### config.mk
export PLATFORM = sky130hd
export DESIGN_NAME = eint_ctrl
export DESIGN_NICKNAME = d
export VERILOG_FILES = /design/src/rtl/eint_pkg.sv /design/src/rtl/eint_sync.sv /design/src/rtl/eint_detect.sv /design/src/rtl/eint_line_fsm.sv /design/src/rtl/eint_ctrl.sv
export SDC_FILE = /design/constraint.sdc
export NUM_CORES = 1
export LEC_CHECK = 0
export BUFFER_PORTS_ARGS = -buffer_cell sky130_fd_sc_hd__buf_2
export CAP_MARGIN = 30
export CORE_MARGIN = 2
export CORE_UTILIZATION = 56
export DETAILED_ROUTE_END_ITERATION = 10
export GPL_ROUTABILITY_DRIVEN = 0
export PLACE_DENSITY = 0.8
export SLEW_MARGIN = 20
export SYNTH_ARGS = -nofsm -noshare
export SYNTH_HDL_FRONTEND = slang
export SYNTH_SLANG_ARGS = --single-unit
### constraint.sdc
create_clock -name clk -period 1.7 [get_ports clk]
set_input_delay 0.34 -clock clk [delete_from_list [all_inputs] [get_ports clk]]
set_output_delay 0.34 -clock clk [all_outputs]
set_load 0.01 [all_outputs]
### src/rtl/eint_pkg.sv
package eint_pkg;
    localparam logic [2:0] TRIG_LOW  = 3'd0;
    localparam logic [2:0] TRIG_HIGH = 3'd1;
    localparam logic [2:0] TRIG_FALL = 3'd2;
    localparam logic [2:0] TRIG_RISE = 3'd4;
    localparam logic [2:0] TRIG_BOTH = 3'd6;
    localparam logic [2:0] TRIG_OFF  = 3'd7;

    localparam logic [1:0] SEL_CFG  = 2'd0;
    localparam logic [1:0] SEL_MASK = 2'd1;
    localparam logic [1:0] SEL_PEND = 2'd2;

    typedef enum logic {LN_CLEAR, LN_PENDING} line_state_e;
endpackage

### src/rtl/eint_sync.sv
module eint_sync #(
    parameter int NLINES = 16
) (
    input  logic              clk,
    input  logic              rst_n,
    input  logic [NLINES-1:0] async_i,
    output logic [NLINES-1:0] sync_o
);
    logic [NLINES-1:0] stage1_q;
    logic [NLINES-1:0] stage2_q;

    always_ff @(posedge clk or negedge rst_n) begin
        if (!rst_n) begin
            stage1_q <= '0;
            stage2_q <= '0;
        end else begin
            stage1_q <= async_i;
            stage2_q <= stage1_q;
        end
    end

    assign sync_o = stage2_q;
endmodule

### src/rtl/eint_detect.sv
module eint_detect
    import eint_pkg::*;
#(
    parameter int NLINES = 16,
    localparam int NPAIRS = NLINES / 2,
    localparam int CFG_W  = NPAIRS * 4
) (
    input  logic              clk,
    input  logic              rst_n,
    input  logic [NLINES-1:0] sync_i,
    input  logic [CFG_W-1:0]  cfg_i,
    output logic [NLINES-1:0] event_o
);
    logic [NLINES-1:0] prev_q;

    always_ff @(posedge clk or negedge rst_n) begin
        if (!rst_n) prev_q <= '0;
        else        prev_q <= sync_i;
    end

    for (genvar i = 0; i < NLINES; i++) begin : g_line
        logic [2:0] code;
        logic       rise;
        logic       fall;
        assign code = cfg_i[4*(i/2) +: 3];
        assign rise = sync_i[i] & ~prev_q[i];
        assign fall = ~sync_i[i] & prev_q[i];

        always_comb begin
            unique case (code)
                TRIG_LOW:  event_o[i] = ~sync_i[i];
                TRIG_HIGH: event_o[i] = sync_i[i];
                TRIG_FALL: event_o[i] = fall;
                TRIG_RISE: event_o[i] = rise;
                TRIG_BOTH: event_o[i] = rise | fall;
                default:   event_o[i] = 1'b0;
            endcase
        end


        rise_edge_chk: assert property (@(posedge clk) disable iff (!rst_n)
            (code == TRIG_RISE && event_o[i]) |-> $rose(sync_i[i]));

        fall_edge_chk: assert property (@(posedge clk) disable iff (!rst_n)
            (code == TRIG_FALL && event_o[i]) |-> $fell(sync_i[i]));
    end
endmodule

### src/rtl/eint_line_fsm.sv
module eint_line_fsm
    import eint_pkg::*;
(
    input  logic clk,
    input  logic rst_n,
    input  logic event_i,
    input  logic ack_i,
    output logic pending_o
);
    line_state_e state_q;
    line_state_e state_d;

    always_comb begin
        state_d = state_q;
        unique case (state_q)
            LN_CLEAR:   if (event_i && !ack_i) state_d = LN_PENDING;
            LN_PENDING: if (ack_i)             state_d = LN_CLEAR;
            default:                           state_d = LN_CLEAR;
        endcase
    end

    always_ff @(posedge clk or negedge rst_n) begin
        if (!rst_n) state_q <= LN_CLEAR;
        else        state_q <= state_d;
    end

    always_comb begin
        pending_o = (state_q == LN_PENDING);
    end


    ack_clears_chk: assert property (@(posedge clk) disable iff (!rst_n)
        ack_i |=> !pending_o);

    set_on_event_chk: assert property (@(posedge clk) disable iff (!rst_n)
        (event_i && !ack_i) |=> pending_o);

    idle_hold_chk: assert property (@(posedge clk) disable iff (!rst_n)
        (!pending_o && !event_i) |=> !pending_o);
endmodule

### src/rtl/eint_ctrl.sv
module eint_ctrl
    import eint_pkg::*;
#(
    parameter int NLINES    = 16,
    parameter int ADDR_W    = 4,
    parameter int DATA_W    = 32,
    parameter int GRP0_LAST = 3,
    parameter int GRP1_LAST = 11,
    localparam int NPAIRS   = NLINES / 2,
    localparam int CFG_W    = NPAIRS * 4,
    localparam int NGROUPS  = 3
) (
    input  logic              clk,
    input  logic              rst_n,
    input  logic [NLINES-1:0] ext_in,
    input  logic              bus_we,
    input  logic [ADDR_W-1:0] bus_addr,
    input  logic [DATA_W-1:0] bus_wdata,
    output logic [DATA_W-1:0] bus_rdata,
    output logic [2:0]        irq_group
);
    function automatic logic [NLINES-1:0] group_bits(input int g);
        logic [NLINES-1:0] m;
        int lo;
        int hi;
        lo = (g == 0) ? 0 : (g == 1) ? GRP0_LAST + 1 : GRP1_LAST + 1;
        hi = (g == 0) ? GRP0_LAST : (g == 1) ? GRP1_LAST : NLINES - 1;
        m = '0;
        for (int i = 0; i < NLINES; i++) m[i] = (i >= lo) && (i <= hi);
        return m;
    endfunction

    logic                  aligned;
    logic [ADDR_W-3:0]     word_sel;
    logic                  wr_cfg, wr_mask, wr_pend;
    logic [2:0]            cfg_q [NPAIRS];
    logic [CFG_W-1:0]      cfg_flat;
    logic [NLINES-1:0]     mask_q;
    logic [NLINES-1:0]     sync_w;
    logic [NLINES-1:0]     event_w;
    logic [NLINES-1:0]     pend_w;
    logic [NLINES-1:0]     active_w;
    logic                  unused_wdata;

    assign aligned  = (bus_addr[1:0] == 2'b00);
    assign word_sel = bus_addr[ADDR_W-1:2];
    assign wr_cfg   = bus_we && aligned && (word_sel == (ADDR_W-2)'(SEL_CFG));
    assign wr_mask  = bus_we && aligned && (word_sel == (ADDR_W-2)'(SEL_MASK));
    assign wr_pend  = bus_we && aligned && (word_sel == (ADDR_W-2)'(SEL_PEND));
    assign unused_wdata = ^bus_wdata;

    for (genvar k = 0; k < NPAIRS; k++) begin : g_cfg
        always_ff @(posedge clk or negedge rst_n) begin
            if (!rst_n)      cfg_q[k] <= TRIG_OFF;
            else if (wr_cfg) cfg_q[k] <= bus_wdata[4*k +: 3];
        end
        assign cfg_flat[4*k +: 4] = {1'b0, cfg_q[k]};
    end

    always_ff @(posedge clk or negedge rst_n) begin
        if (!rst_n)       mask_q <= '1;
        else if (wr_mask) mask_q <= bus_wdata[NLINES-1:0];
    end

    eint_sync #(.NLINES(NLINES)) u_sync (
        .clk     (clk),
        .rst_n   (rst_n),
        .async_i (ext_in),
        .sync_o  (sync_w)
    );

    eint_detect #(.NLINES(NLINES)) u_detect (
        .clk     (clk),
        .rst_n   (rst_n),
        .sync_i  (sync_w),
        .cfg_i   (cfg_flat),
        .event_o (event_w)
    );

    for (genvar i = 0; i < NLINES; i++) begin : g_fsm
        eint_line_fsm u_line (
            .clk       (clk),
            .rst_n     (rst_n),
            .event_i   (event_w[i]),
            .ack_i     (wr_pend && bus_wdata[i]),
            .pending_o (pend_w[i])
        );
    end

    assign active_w = pend_w & ~mask_q;

    for (genvar g = 0; g < NGROUPS; g++) begin : g_grp
        localparam logic [NLINES-1:0] GMASK = group_bits(g);
        assign irq_group[g] = |(active_w & GMASK);
    end

    always_comb begin
        bus_rdata = '0;
        if (aligned) begin
            unique case (word_sel)
                (ADDR_W-2)'(SEL_CFG):  bus_rdata = DATA_W'(cfg_flat);
                (ADDR_W-2)'(SEL_MASK): bus_rdata = DATA_W'(mask_q);
                (ADDR_W-2)'(SEL_PEND): bus_rdata = DATA_W'(pend_w);
                default:               bus_rdata = '0;
            endcase
        end
    end


    mask_hold_chk: assert property (@(posedge clk) disable iff (!rst_n)
        !wr_mask |=> $stable(mask_q));

    cfg_hold_chk: assert property (@(posedge clk) disable iff (!rst_n)
        !wr_cfg |=> $stable(cfg_flat));
endmodule

==> summary.txt, run 1 <==
Status
  – Result of the run: finished, violations left
  – Failing checks: negative setup slack

Floorplan
  – Standard cell core area: 9150 sq um
  – Die X-Extent: about 100 microns
  – Ports: 90
  – Die Outline Area: 10100 sq um
  – Number of cell rows: 35
  – Die extent in y: roughly 100 microns
  – Initial Util: roughly 57%

Power
  – Net switching share of the total power: a little under a third
  – Clock power frac: 23.2%
  – IR drop worst, VDD: 0.000645 V
  – Part of the total power dissipated in sequential elements: 52.3%
  – Internal power contribution: 0.00430 W
  – Logic gate share of total power: 24.6%
  – Pwr per Cell Area: 989 nW/um^2
  – Lkg Pwr: 3.13 nW
  – Sw power: 0.00189 W

Detailed routing
  – Starting DRT DRC Count: 129
  – Routed wire length: 11200 microns
  – Vias after detailed routing: 3772
  – Average wire per cell in the routed design: 16.0 microns
  – DRC violation count after routing: 0
  – Average vias per placed instance: 5.42
  – Detailed-routing iteration count for the pre-antenna-repair pass: 4
  – Antenna viol nets, final: 0

Clocking
  – Clock Pin Slew Worst Setup and Hold Paths: 0.11 ns
  – Cell at the root of the clock tree: clkbuf_8
  – CTS buffer count: 9
  – TritonCTS clock tree: built
  – Number of clock sinks: 104
  – Clk_lat worst skew: 0.37 ns
  – H-tree level count: 3
  – Bufs on Longest Clock Path: 2

Timing
  – Hold Worst Slack: 0.0705 ns
  – Final setup violation count: 12
  – Hold violation total from the final report: 0
  – Period minus WS final: between 2 and 2.5 ns
  – Final setup margin: -0.310 ns
  – Setup repair after global routing missed its margin: true
  – Skew final: 0.0108 ns
  – Total negative slack: -0.890 ns
  – Crit share post-route: 118%
  – Top achievable clock speed: 497 MHz
  – Max-slew violation total from the final report: 0

Synth
  – Number of warnings reported in the yosys synthesis log: 0
  – Leading register cell type out of synthesis: dfrtp_1
  – EDFF count, synth: 0
  – Avg Inst Size Synth: 11.1 sq um
  – Sequential-to-total area share from yosys stat: 50.6%
  – Mapped Area: roughly 5200 sq um
  – Register bit count reported by yosys: 104
  – Count of distinct cell types in the synthesized netlist: 43
  – Gate count after technology mapping: 472
  – Async set or reset register ratio after synthesis: 100%

GRT
  – Remaining Overflow, GRT: 0
  – Overall fraction of global-route tracks in use: 22.7%
  – Antenna violations before repair: 0
  – Via count of the first global-routing pass: 3821
  – Wire length of the first global-routing pass: roughly 18000 microns
  – Largest net degree at the start of global routing: 37

Hold path
  – Worst hold path cell count: 1
  – Hold Path Origin: ext_in[8]
  – Classification of the worst-slack hold path: input pin to register

Run
  – Maximum Capacitance Violations: 0

Layout
  – Inserted Diodes: 0
  – Number of nets in the layout: between 600 and 700
  – Finished Core Util: 68.4%
  – Fraction of layout cells with a size suffix above 1: between 40 and 50%
  – Area added between synthesis and finish: 19.5%

Place
  – Pre-CTS worst setup slack: slightly below 0.02 ns
  – HPWL after DPL: 7980 microns
  – Port Buf Inserts: 81

Critical path
  – Critical path endpoint: irq_group[1]
  – Capture point of the worst reg-to-reg path: g_fsm[2].u_line.pending_o
  – Worst setup path startpoint: mask_q[10]
  – Worst path arrival time: 1.67 ns
  – Critical Path Start Type: register
  – Classification of the worst setup path: register to primary output
  – Startpoint of the most critical register-to-register path: cfg_flat[4]
  – Cell chain of the critical path: o22ai_2, or4_4, buf_6
  – Slowest library cell on the worst path: dfstp_2
  – Highest cell delay on the worst timing path: 0.56 ns
  – Maximum net fanout on the critical path: 2
  – Critical path data required time: 1.36 ns
  – Flop-to-flop setup slack: 0.18 ns
  – Worst Reg-to-Reg Cells: 6
  – Sort of element at the end of the critical path: primary output
-- how the worst min path moves through the flow --
stage / endpoint / slack, ns
after global routing: u_sync.stage1_q[8] / 0.04
final: u_sync.stage1_q[8] / 0.07
after floorplan: g_fsm[0].u_line.pending_o / 0.04
after CTS: u_sync.stage1_q[6] / 0.05
after global placement: g_fsm[9].u_line.pending_o / 0.30
after detailed placement: g_fsm[9].u_line.pending_o / 0.30
-- per-layer routing --
metal  share of wire, %  GRT usage, %
met3                3.6          4.44
met4                1.7          8.32
met1                 42          28.5
met2                 53          39.2
met5                  0             0
-- Yosys cell counts, types with 10 or more instances --
cell type  number  area (sq um)
a21oi_1        31           155
and3_1         13          81.3
clkbuf_1       14          52.6
dfrtp_1        64          1600
dfstp_2        40          1050
ha_1           32           400
inv_1          62           233
mux2_2         29           327
mux2_4         10           150
mux2i_1        18           180
nor2_1         39           146
o21ai_0        13          65.1
xor2_1         10          87.6
-- critical path, delay by kind of cell, from the launching register on --
family | cells | cell delay (ns)
flops | 1 | 0.56
buf+inv | 1 | 0.14
simple gates | 1 | 0.54
compound gates | 1 | 0.08
-- power groups by stage --
stage	Combinational [W]	Clock (W)	Sequential (W)
6_report	0.00152	0.00144	0.00324
5_1_grt	0.00167	0.00158	0.00329
4_1_cts	0.00141	0.00147	0.00325
3_5_place_dp	0.00111	0	0.00341
3_3_place_gp	0.00105	0	0.00336
2_1_floorplan	0.000926	0	0.00317
-- registers in the layout, indices dropped and copies added (netlist names) --
name                    cells
cfg_flat                   24
g_fsm.u_line.pending_o     16
mask_q                     16
u_detect.prev_q            16
u_sync.stage1_q            16
u_sync.sync_o              16
-- placed cells by master, fill, tap and decap left out, drive strengths merged --
cell type    netlist  layout
ha                32      32
a311oi             1       1
inv               62      65
a32oi              4       4
xnor2              2       2
nor2b              3       3
nor4bb             4       4
and3              13      13
o211ai             3       3
nor2              41      41
xor2              10      10
mux2i             18      18
o31a               3       3
a221oi             7       7
or2                1       1
conb               1       4
clkinv             0       3
a31oi              2       2
clkbuf            14      10
nand3b             9       9
dfrtp             64      64
a22oi              7       7
nand2              9       9
buf               15     122
o221ai             2       2
o21ai             13      13
dfstp             40      40
and2b              1       1
o22ai              4       4
nor4               1       1
nand3              5       5
nand2b             3       3
a2111oi            3       3
mux2              40      40
dlygate4sd3        0       1
a21oi             31      31
nor3               3       3
or4                1       1
-- cell families after synthesis --
family / count (synthesis) / synth area share, %
AOI/OAI and AO/OA: 80 / 9.69
xor gates and xnor gates: 12 / 2.01
DFF: 104 / 50.6
and+or+nand+nor: 94 / 9.64
muxes: 58 / 12.7
other: 1 / 0.0715
buffers and inverters: 91 / 7.59
adders and majority gates: 32 / 7.64
-- layout make-up --
| type | count | area [sq um] |
|---|---|---|
| fill | 656 | 2890 |
| sequential | 104 | 2650 |
| multi-input combinational | 280 | 2250 |
| timing repair buffer | 123 | 806 |
| inverter | 62 | 233 |
| tap | 111 | 139 |
| clock buffer | 10 | 128 |
| clock inverter | 6 | 52.6 |
-- timing repair --
item	in CTS	in global routing
endpoints found under the setup margin	15	20
pin swaps	3	4
hold endpoints to repair	18	0
resized for setup	8	10
setup buffers	18	8
hold buffers	1	0
gates cloned	0	0
-- metrics by stage --
| step | area (sq um) | power [W] | std cells |
|---|---|---|---|
| 2_1_floorplan | 5250 | 0.00410 | 475 |
| 3_3_place_gp | 5810 | 0.00441 | 653 |
| 3_5_place_dp | 5810 | 0.00452 | 653 |
| 4_1_cts | 6160 | 0.00612 | 688 |
| 5_1_grt | 6260 | 0.00654 | 696 |
| 6_report | 6260 | 0.00619 | 696 |
Power figures use the tool's default switching activity.
==> run 2, diff against run 1 <==
--- a/config.mk
+++ b/config.mk
@@ -7,6 +7,7 @@
 export LEC_CHECK = 0
 export BUFFER_PORTS_ARGS = -buffer_cell sky130_fd_sc_hd__buf_2
 export CAP_MARGIN = 30
+export CORE_ASPECT_RATIO = 2
 export CORE_MARGIN = 2
 export CORE_UTILIZATION = 56
 export DETAILED_ROUTE_END_ITERATION = 10
==> summary.txt, run 2 (synthesis gave the netlist of run 1 again) <==
Timing
  – Hold violation total from the final report: 0 (unchanged)
  – Setup repair after global routing missed its margin: true
  – Period minus WS final: 1.99 ns (-0.0155 ns)
  – Final setup violation count: 11 (-1)
  – Total negative slack: -0.888 ns (+0.00184 ns)
  – Top achievable clock speed: 501 MHz (+0.78%)
  – Final setup margin: -0.295 ns (+0.0155 ns)
  – Crit share post-route: 117% (-0.91 points)
  – Max-slew violation total from the final report: 0 (unchanged)
  – Skew final: 0.00641 ns (-0.00442 ns)

Clocking
  – TritonCTS clock tree: built
  – H-tree level count: 3 (unchanged)
  – Clock Pin Slew Worst Setup and Hold Paths: 0.07 ns (-0.04 ns)
  – Number of clock sinks: 104 (unchanged)
  – CTS buffer count: 9 (unchanged)
  – Bufs on Longest Clock Path: 2 (unchanged)
  – Cell at the root of the clock tree: clkbuf_16
  – Clk_lat worst skew: 0.35 ns (-0.02 ns)

GRT
  – Via count of the first global-routing pass: 4006 (+4.8%)
  – Largest net degree at the start of global routing: 30 (-19%)
  – Overall fraction of global-route tracks in use: 24.7% (+1.9 points)
  – Remaining Overflow, GRT: 0 (unchanged)
  – Antenna violations before repair: 0 (unchanged)
  – Wire length of the first global-routing pass: 19200 microns (+6.6%)

Critical path
  – Worst path arrival time: 1.65 ns (-0.02 ns)
  – Classification of the worst setup path: register to primary output
  – Critical Path Start Type: register
  – Cell chain of the critical path: o22ai_2, or4_4, buf_6
  – CP delay by family, top: simple AND/OR/NAND/NOR gates
  – Maximum net fanout on the critical path: 2 (unchanged)
  – Slowest library cell on the worst path: or4_4
  – Sort of element at the end of the critical path: primary output
  – Number of buffer and inverter instances along the worst setup path: 1 (unchanged)
  – Critical path data required time: 1.36 ns (about the same)
  – Highest cell delay on the worst timing path: 0.55 ns (about the same)

Floorplan
  – Initial Util: 56.6% (-0.66 points)
  – Ports: 90 (unchanged)
  – Standard cell core area: 9260 sq um (+1.2%)
  – Number of cell rows: 50 (+43%)
  – Die extent in y: 141 microns (+40%)
  – Die X-Extent: 72.4 microns (-28%)
  – Die Outline Area: 10200 sq um (+0.46%)

Layout
  – Most frequent standard cell in the layout excluding fill and tap cells: buf_2
  – Final instance count without filler cells: 689 (-1.0%)
  – Largest register FFs: 24 (unchanged)
  – Multi-input combinational cell area: 2240 sq um (-0.44%)
  – Inserted Diodes: 0 (unchanged)
  – Number of filler instances in the final layout: 650 (-0.91%)
  – Final standard cell area without fillers: 6390 sq um (+2.1%)
  – Storage element area: 2650 sq um (unchanged)
  – Number of nets in the layout: 667 (unchanged)
  – Fraction of layout cells with a size suffix above 1: 40.2% (-0.17 points)
  – Area added between synthesis and finish: 22.0%
  – Most used cells in the layout excluding fill and tap cells: buf_2, dfrtp_1, inv_1

Hold path
  – Classification of the worst-slack hold path: input pin to register

Detailed routing
  – Vias after detailed routing: 3869 (+2.6%)
  – Routed wire length: 11800 microns (+6.1%)
  – Average wire per cell in the routed design: 17.2 microns (+7.1%)
  – Starting DRT DRC Count: 233 (+81%)
  – Detailed-routing iteration count for the pre-antenna-repair pass: 4 (unchanged)
  – DRC violation count after routing: 0 (unchanged)
  – Antenna viol nets, final: 0 (unchanged)
  – Average vias per placed instance: 5.62 (+3.6%)

Power
  – Logic gate share of total power: 21.5% (-3.1 points)
  – Clock power frac: 31.6% (+8.4 points)
  – Lkg Pwr: 3.20 nW (+2.1%)
  – IR drop worst, VDD: 0.000804 V (+25%)
  – Pwr per Cell Area: 1090 nW/um^2 (+10%)
  – Part of the total power dissipated in sequential elements: 46.9% (-5.4 points)
  – Net switching share of the total power: 27.5% (-3.0 points)
  – Internal power contribution: 0.00506 W (+17%)
  – Sw power: 0.00192 W (+1.5%)

Place
  – Post-detailed-placement cell area: 5840 sq um (+0.45%)
  – Port Buf Inserts: 81 (unchanged)
  – Number of placed cells counting well taps: 649 (-0.61%)
  – Pre-CTS worst setup slack: 0.0429 ns (+0.0232 ns)
  – HPWL after DPL: 8160 microns (+2.2%)

Status
  – Result of the run: finished, violations left
  – Failing checks: negative setup slack

Run
  – Maximum Capacitance Violations: 0 (unchanged)
[run 2: cell count changes in the layout (fill, tap and decap cells not counted), sizes merged]
cell and delta:
bufinv +2, clkinvlp +1, inv -3
[run 2: routing by layer]
layer | vias up | wire length [microns] | part of all wire (%) | GRT usage (%)
li1 | 1805 | - | - | -
met5 | - | 0 | 0 | 0
met1 | 1949 | 4440 | 37 | 27.4
met4 | 0 | 184 | 1.6 | 9.84
met2 | 101 | 6730 | 57 | 44.3
met3 | 14 | 496 | 4.2 | 5.72
[run 2: power by group through the flow]
stage	combinational (W)	clock, W	sequential, W
3_5_place_dp	0.00112	0	0.00341
5_1_grt	0.00165	0.00236	0.00332
2_1_floorplan	0.000926	0	0.00317
4_1_cts	0.00143	0.00225	0.00325
3_3_place_gp	0.00106	0	0.00337
6_report	0.00150	0.00221	0.00327
[run 2: per-stage QoR]
step / hold slack, ns / total power, W / utilization [%]
CTS: 0.0827 / 0.00694 / 68.5
detailed placement: 0.293 / 0.00453 / 63.0
global placement: 0.292 / 0.00443 / 63.0
floorplan: 0.0444 / 0.00410 / -
global route: 0.0794 / 0.00733 / 69.1
finish: 0.0935 / 0.00697 / 69.1
[run 2: cell type report]
type	count	share of cell area (%)
well taps	104	2.04
flip-flops and latches	104	41.5
clock buffers	10	3.74
multi-input cells	280	35.1
repair buffers	123	12.7
inverters	62	3.64
clock inverters	6	1.29
[run 2: path summary, 6_finish.rpt]
kind	from	cells past startpoint	to	slack (ns)
worst max-delay path	mask_q[8]	3	irq_group[1]	-0.29
worst min-delay path	ext_in[6]	1	u_sync.stage1_q[6]	0.09
worst max register to register	u_sync.sync_o[7]	6	g_fsm[7].u_line.pending_o	0.22
worst min register to register	u_sync.stage1_q[8]	0	u_sync.sync_o[8]	0.35
max in group asynchronous	rst_n	3	mask_q[1]	0.60
min in group asynchronous	rst_n	2	u_sync.stage1_q[9]	0.47
[run 2: what timing repair did]
action | 4_1_cts | 5_1_grt
pin swaps | 4 | 4
setup buffers | 19 | 5
hold buffers | 1 | 0
endpoints found under the setup margin | 15 | 18
endpoints found under the hold margin | 16 | 0
gates resized for setup | 9 | 7
==> run 3, diff against run 2 <==
--- a/config.mk
+++ b/config.mk
@@ -9,10 +9,9 @@
 export CAP_MARGIN = 30
 export CORE_ASPECT_RATIO = 2
 export CORE_MARGIN = 2
-export CORE_UTILIZATION = 56
+export CORE_UTILIZATION = 35
 export DETAILED_ROUTE_END_ITERATION = 10
 export GPL_ROUTABILITY_DRIVEN = 0
-export PLACE_DENSITY = 0.8
 export SLEW_MARGIN = 20
 export SYNTH_ARGS = -nofsm -noshare
 export SYNTH_HDL_FRONTEND = slang
==> summary.txt, run 3 (synthesis gave the netlist of run 1 again) <==
Status
  – Result of the run: finished, violations left
  – Failing checks: negative setup slack

GRT
  – Via count of the first global-routing pass: 3994 (-0.30%)
  – Wire length of the first global-routing pass: 19800 microns (+3.1%)
  – Remaining Overflow, GRT: 0 (unchanged)
  – Largest net degree at the start of global routing: 50 (+67%)
  – Antenna violations before repair: 1 (+1)
  – Overall fraction of global-route tracks in use: 15.7% (-9.0 points)

Place
  – Number of placed cells counting well taps: 739 (+14%)
  – HPWL after DPL: 8890 microns (+9.0%)
  – Port Buf Inserts: 81 (unchanged)

Critical path
  – Classification of the worst setup path: register to primary output
  – Critical Path Start Type: register
  – Critical path data required time: 1.36 ns (about the same)
  – Maximum net fanout on the critical path: 3 (+1)
  – Worst path arrival time: 1.67 ns (+0.02 ns)
  – Sort of element at the end of the critical path: primary output

Layout
  – Number of nets in the layout: 660 (-1.0%)
  – Most frequent standard cell in the layout excluding fill and tap cells: buf_2
  – Final instance count without filler cells: 774 (+12%)
  – Fraction of layout cells with a size suffix above 1: 39.4% (-0.72 points)
  – Area added between synthesis and finish: 23.3%
  – Largest register FFs: 24 (unchanged)
  – Number of filler instances in the final layout: 1421 (+120%)
  – Most used cells in the layout excluding fill and tap cells: buf_2, dfrtp_1, inv_1

Detailed routing
  – Detailed-routing iteration count for the pre-antenna-repair pass: 5 (+1)
  – Vias after detailed routing: 3725 (-3.7%)
  – Average vias per placed instance: 4.81 (-14%)
  – Average wire per cell in the routed design: 15.6 microns (-9.1%)
  – Routed length on met2: 6650 microns (-1.1%)
  – Routed wire length: 12100 microns (+2.1%)
  – Post-Route M1 WL: 4710 microns (+6.2%)
  – Antenna viol nets, final: 0 (unchanged)
  – DRC violation count after routing: 0 (unchanged)
  – Uppermost layer routed: met4
  – Length of routed met3 wiring: 483 microns (-2.6%)
  – Starting DRT DRC Count: 126 (-46%)

Clocking
  – Clock Pin Slew Worst Setup and Hold Paths: 0.07 ns (about the same)
  – Cell at the root of the clock tree: clkbuf_16
  – Clk_lat worst skew: 0.34 ns (about the same)
  – Number of clock sinks: 104 (unchanged)
  – TritonCTS clock tree: built
  – Bufs on Longest Clock Path: 2 (unchanged)
  – CTS buffer count: 9 (unchanged)
  – H-tree level count: 3 (unchanged)

Floorplan
  – Die Outline Area: 16000 sq um (+57%)
  – Ports: 90 (unchanged)
  – Die X-Extent: 90.5 microns (+25%)
  – Die extent in y: 177 microns (+26%)
  – Initial Util: 35.6% (-21 points)
  – Standard cell core area: 14700 sq um (+59%)
  – Number of cell rows: 63 (+26%)

Timing
  – Setup repair after global routing missed its margin: true
  – Total negative slack: -0.474 ns (+0.415 ns)
  – Period minus WS final: 2.01 ns (+0.0128 ns)
  – Skew final: 0.00578 ns (-0.000637 ns)
  – Final setup margin: -0.308 ns (-0.0128 ns)
  – Top achievable clock speed: 498 MHz (-0.64%)
  – Max-slew violation total from the final report: 0 (unchanged)
  – Final setup violation count: 7 (-4)
  – Hold violation total from the final report: 0 (unchanged)
  – Crit share post-route: 118% (+0.75 points)

Power
  – Lkg Pwr: 3.16 nW (-1.1%)
  – Pwr per Cell Area: 1050 nW/um^2 (-3.4%)
  – IR drop worst, VDD: 0.000626 V (-22%)

Hold path
  – Classification of the worst-slack hold path: input pin to register

Run
  – Maximum Capacitance Violations: 0 (unchanged)
-- run 3: power breakdown --
group | internal (W) | switching, W
Sequential | 0.00295 | 0.000319
Clock | 0.00123 | 0.000896
Combinational | 0.000744 | 0.000673
-- run 3: layout make-up --
class                           count  area (sq um)  share of cell area (%)
Tap cell                          195           244                    3.78
Timing Repair Buffer              116           774                    12.0
Clock buffer                       12           256                    3.97
Antenna cell                        1          2.50                  0.0387
Multi-Input combinational cell    280          2250                    34.8
Sequential cell                   104          2650                    41.0
Inverter                           62           233                    3.60
Clock inverter                      4          52.6                   0.813
-- run 3: through the flow --
step | instance area (sq um) | worst slack, ns | power [W] | utilization, % | hold slack (ns)
finish | 6460 | -0.308 | 0.00681 | 43.8 | 0.0991
global route | 6460 | -0.337 | 0.00720 | 43.8 | 0.0833
CTS | 6420 | -0.301 | 0.00687 | 43.6 | 0.0872
detailed placement | 5950 | 0.0598 | 0.00455 | 40.4 | 0.264
global placement | 5950 | 0.0590 | 0.00448 | 40.4 | 0.259
floorplan | 5250 | 0.192 | 0.00410 | - | 0.0444
-- run 3: critical path: stages, from the launching register on --
cell	delay, ns
dfstp_2	0.58
o22ai_2	0.07
or4_4	0.54
buf_6	0.14
-- run 3: worst paths after layout --
path | startpoint | endpoint | slack (ns) | cells past startpoint
setup / recovery | mask_q[7] | irq_group[1] | -0.31 | 3
hold / removal | ext_in[4] | u_sync.stage1_q[4] | 0.1 | 1
setup reg to reg | u_sync.sync_o[7] | g_fsm[7].u_line.pending_o | 0.18 | 6
hold reg to reg | u_sync.stage1_q[10] | u_sync.sync_o[10] | 0.35 | 0
max in group asynchronous | rst_n | cfg_flat[0] | 0.63 | 3
min in group asynchronous | rst_n | u_detect.prev_q[10] | 0.43 | 2
-- run 3: layer usage --
metal / GRT usage [%] / vias up
li1: - / 1797
met1: 17.1 / 1819
met2: 29.5 / 91
met3: 2.73 / 18
met4: 6.54 / 0
met5: 0 / -
-- run 3: repair_timing --
item / in CTS / in global routing
setup buffers: 16 / 1
hold endpoints to repair: 10 / 0
gates cloned: 0 / 0
setup endpoints to repair: 14 / 17
gates resized for setup: 7 / 9
hold buffers: 1 / 0
pin swaps: 4 / 5
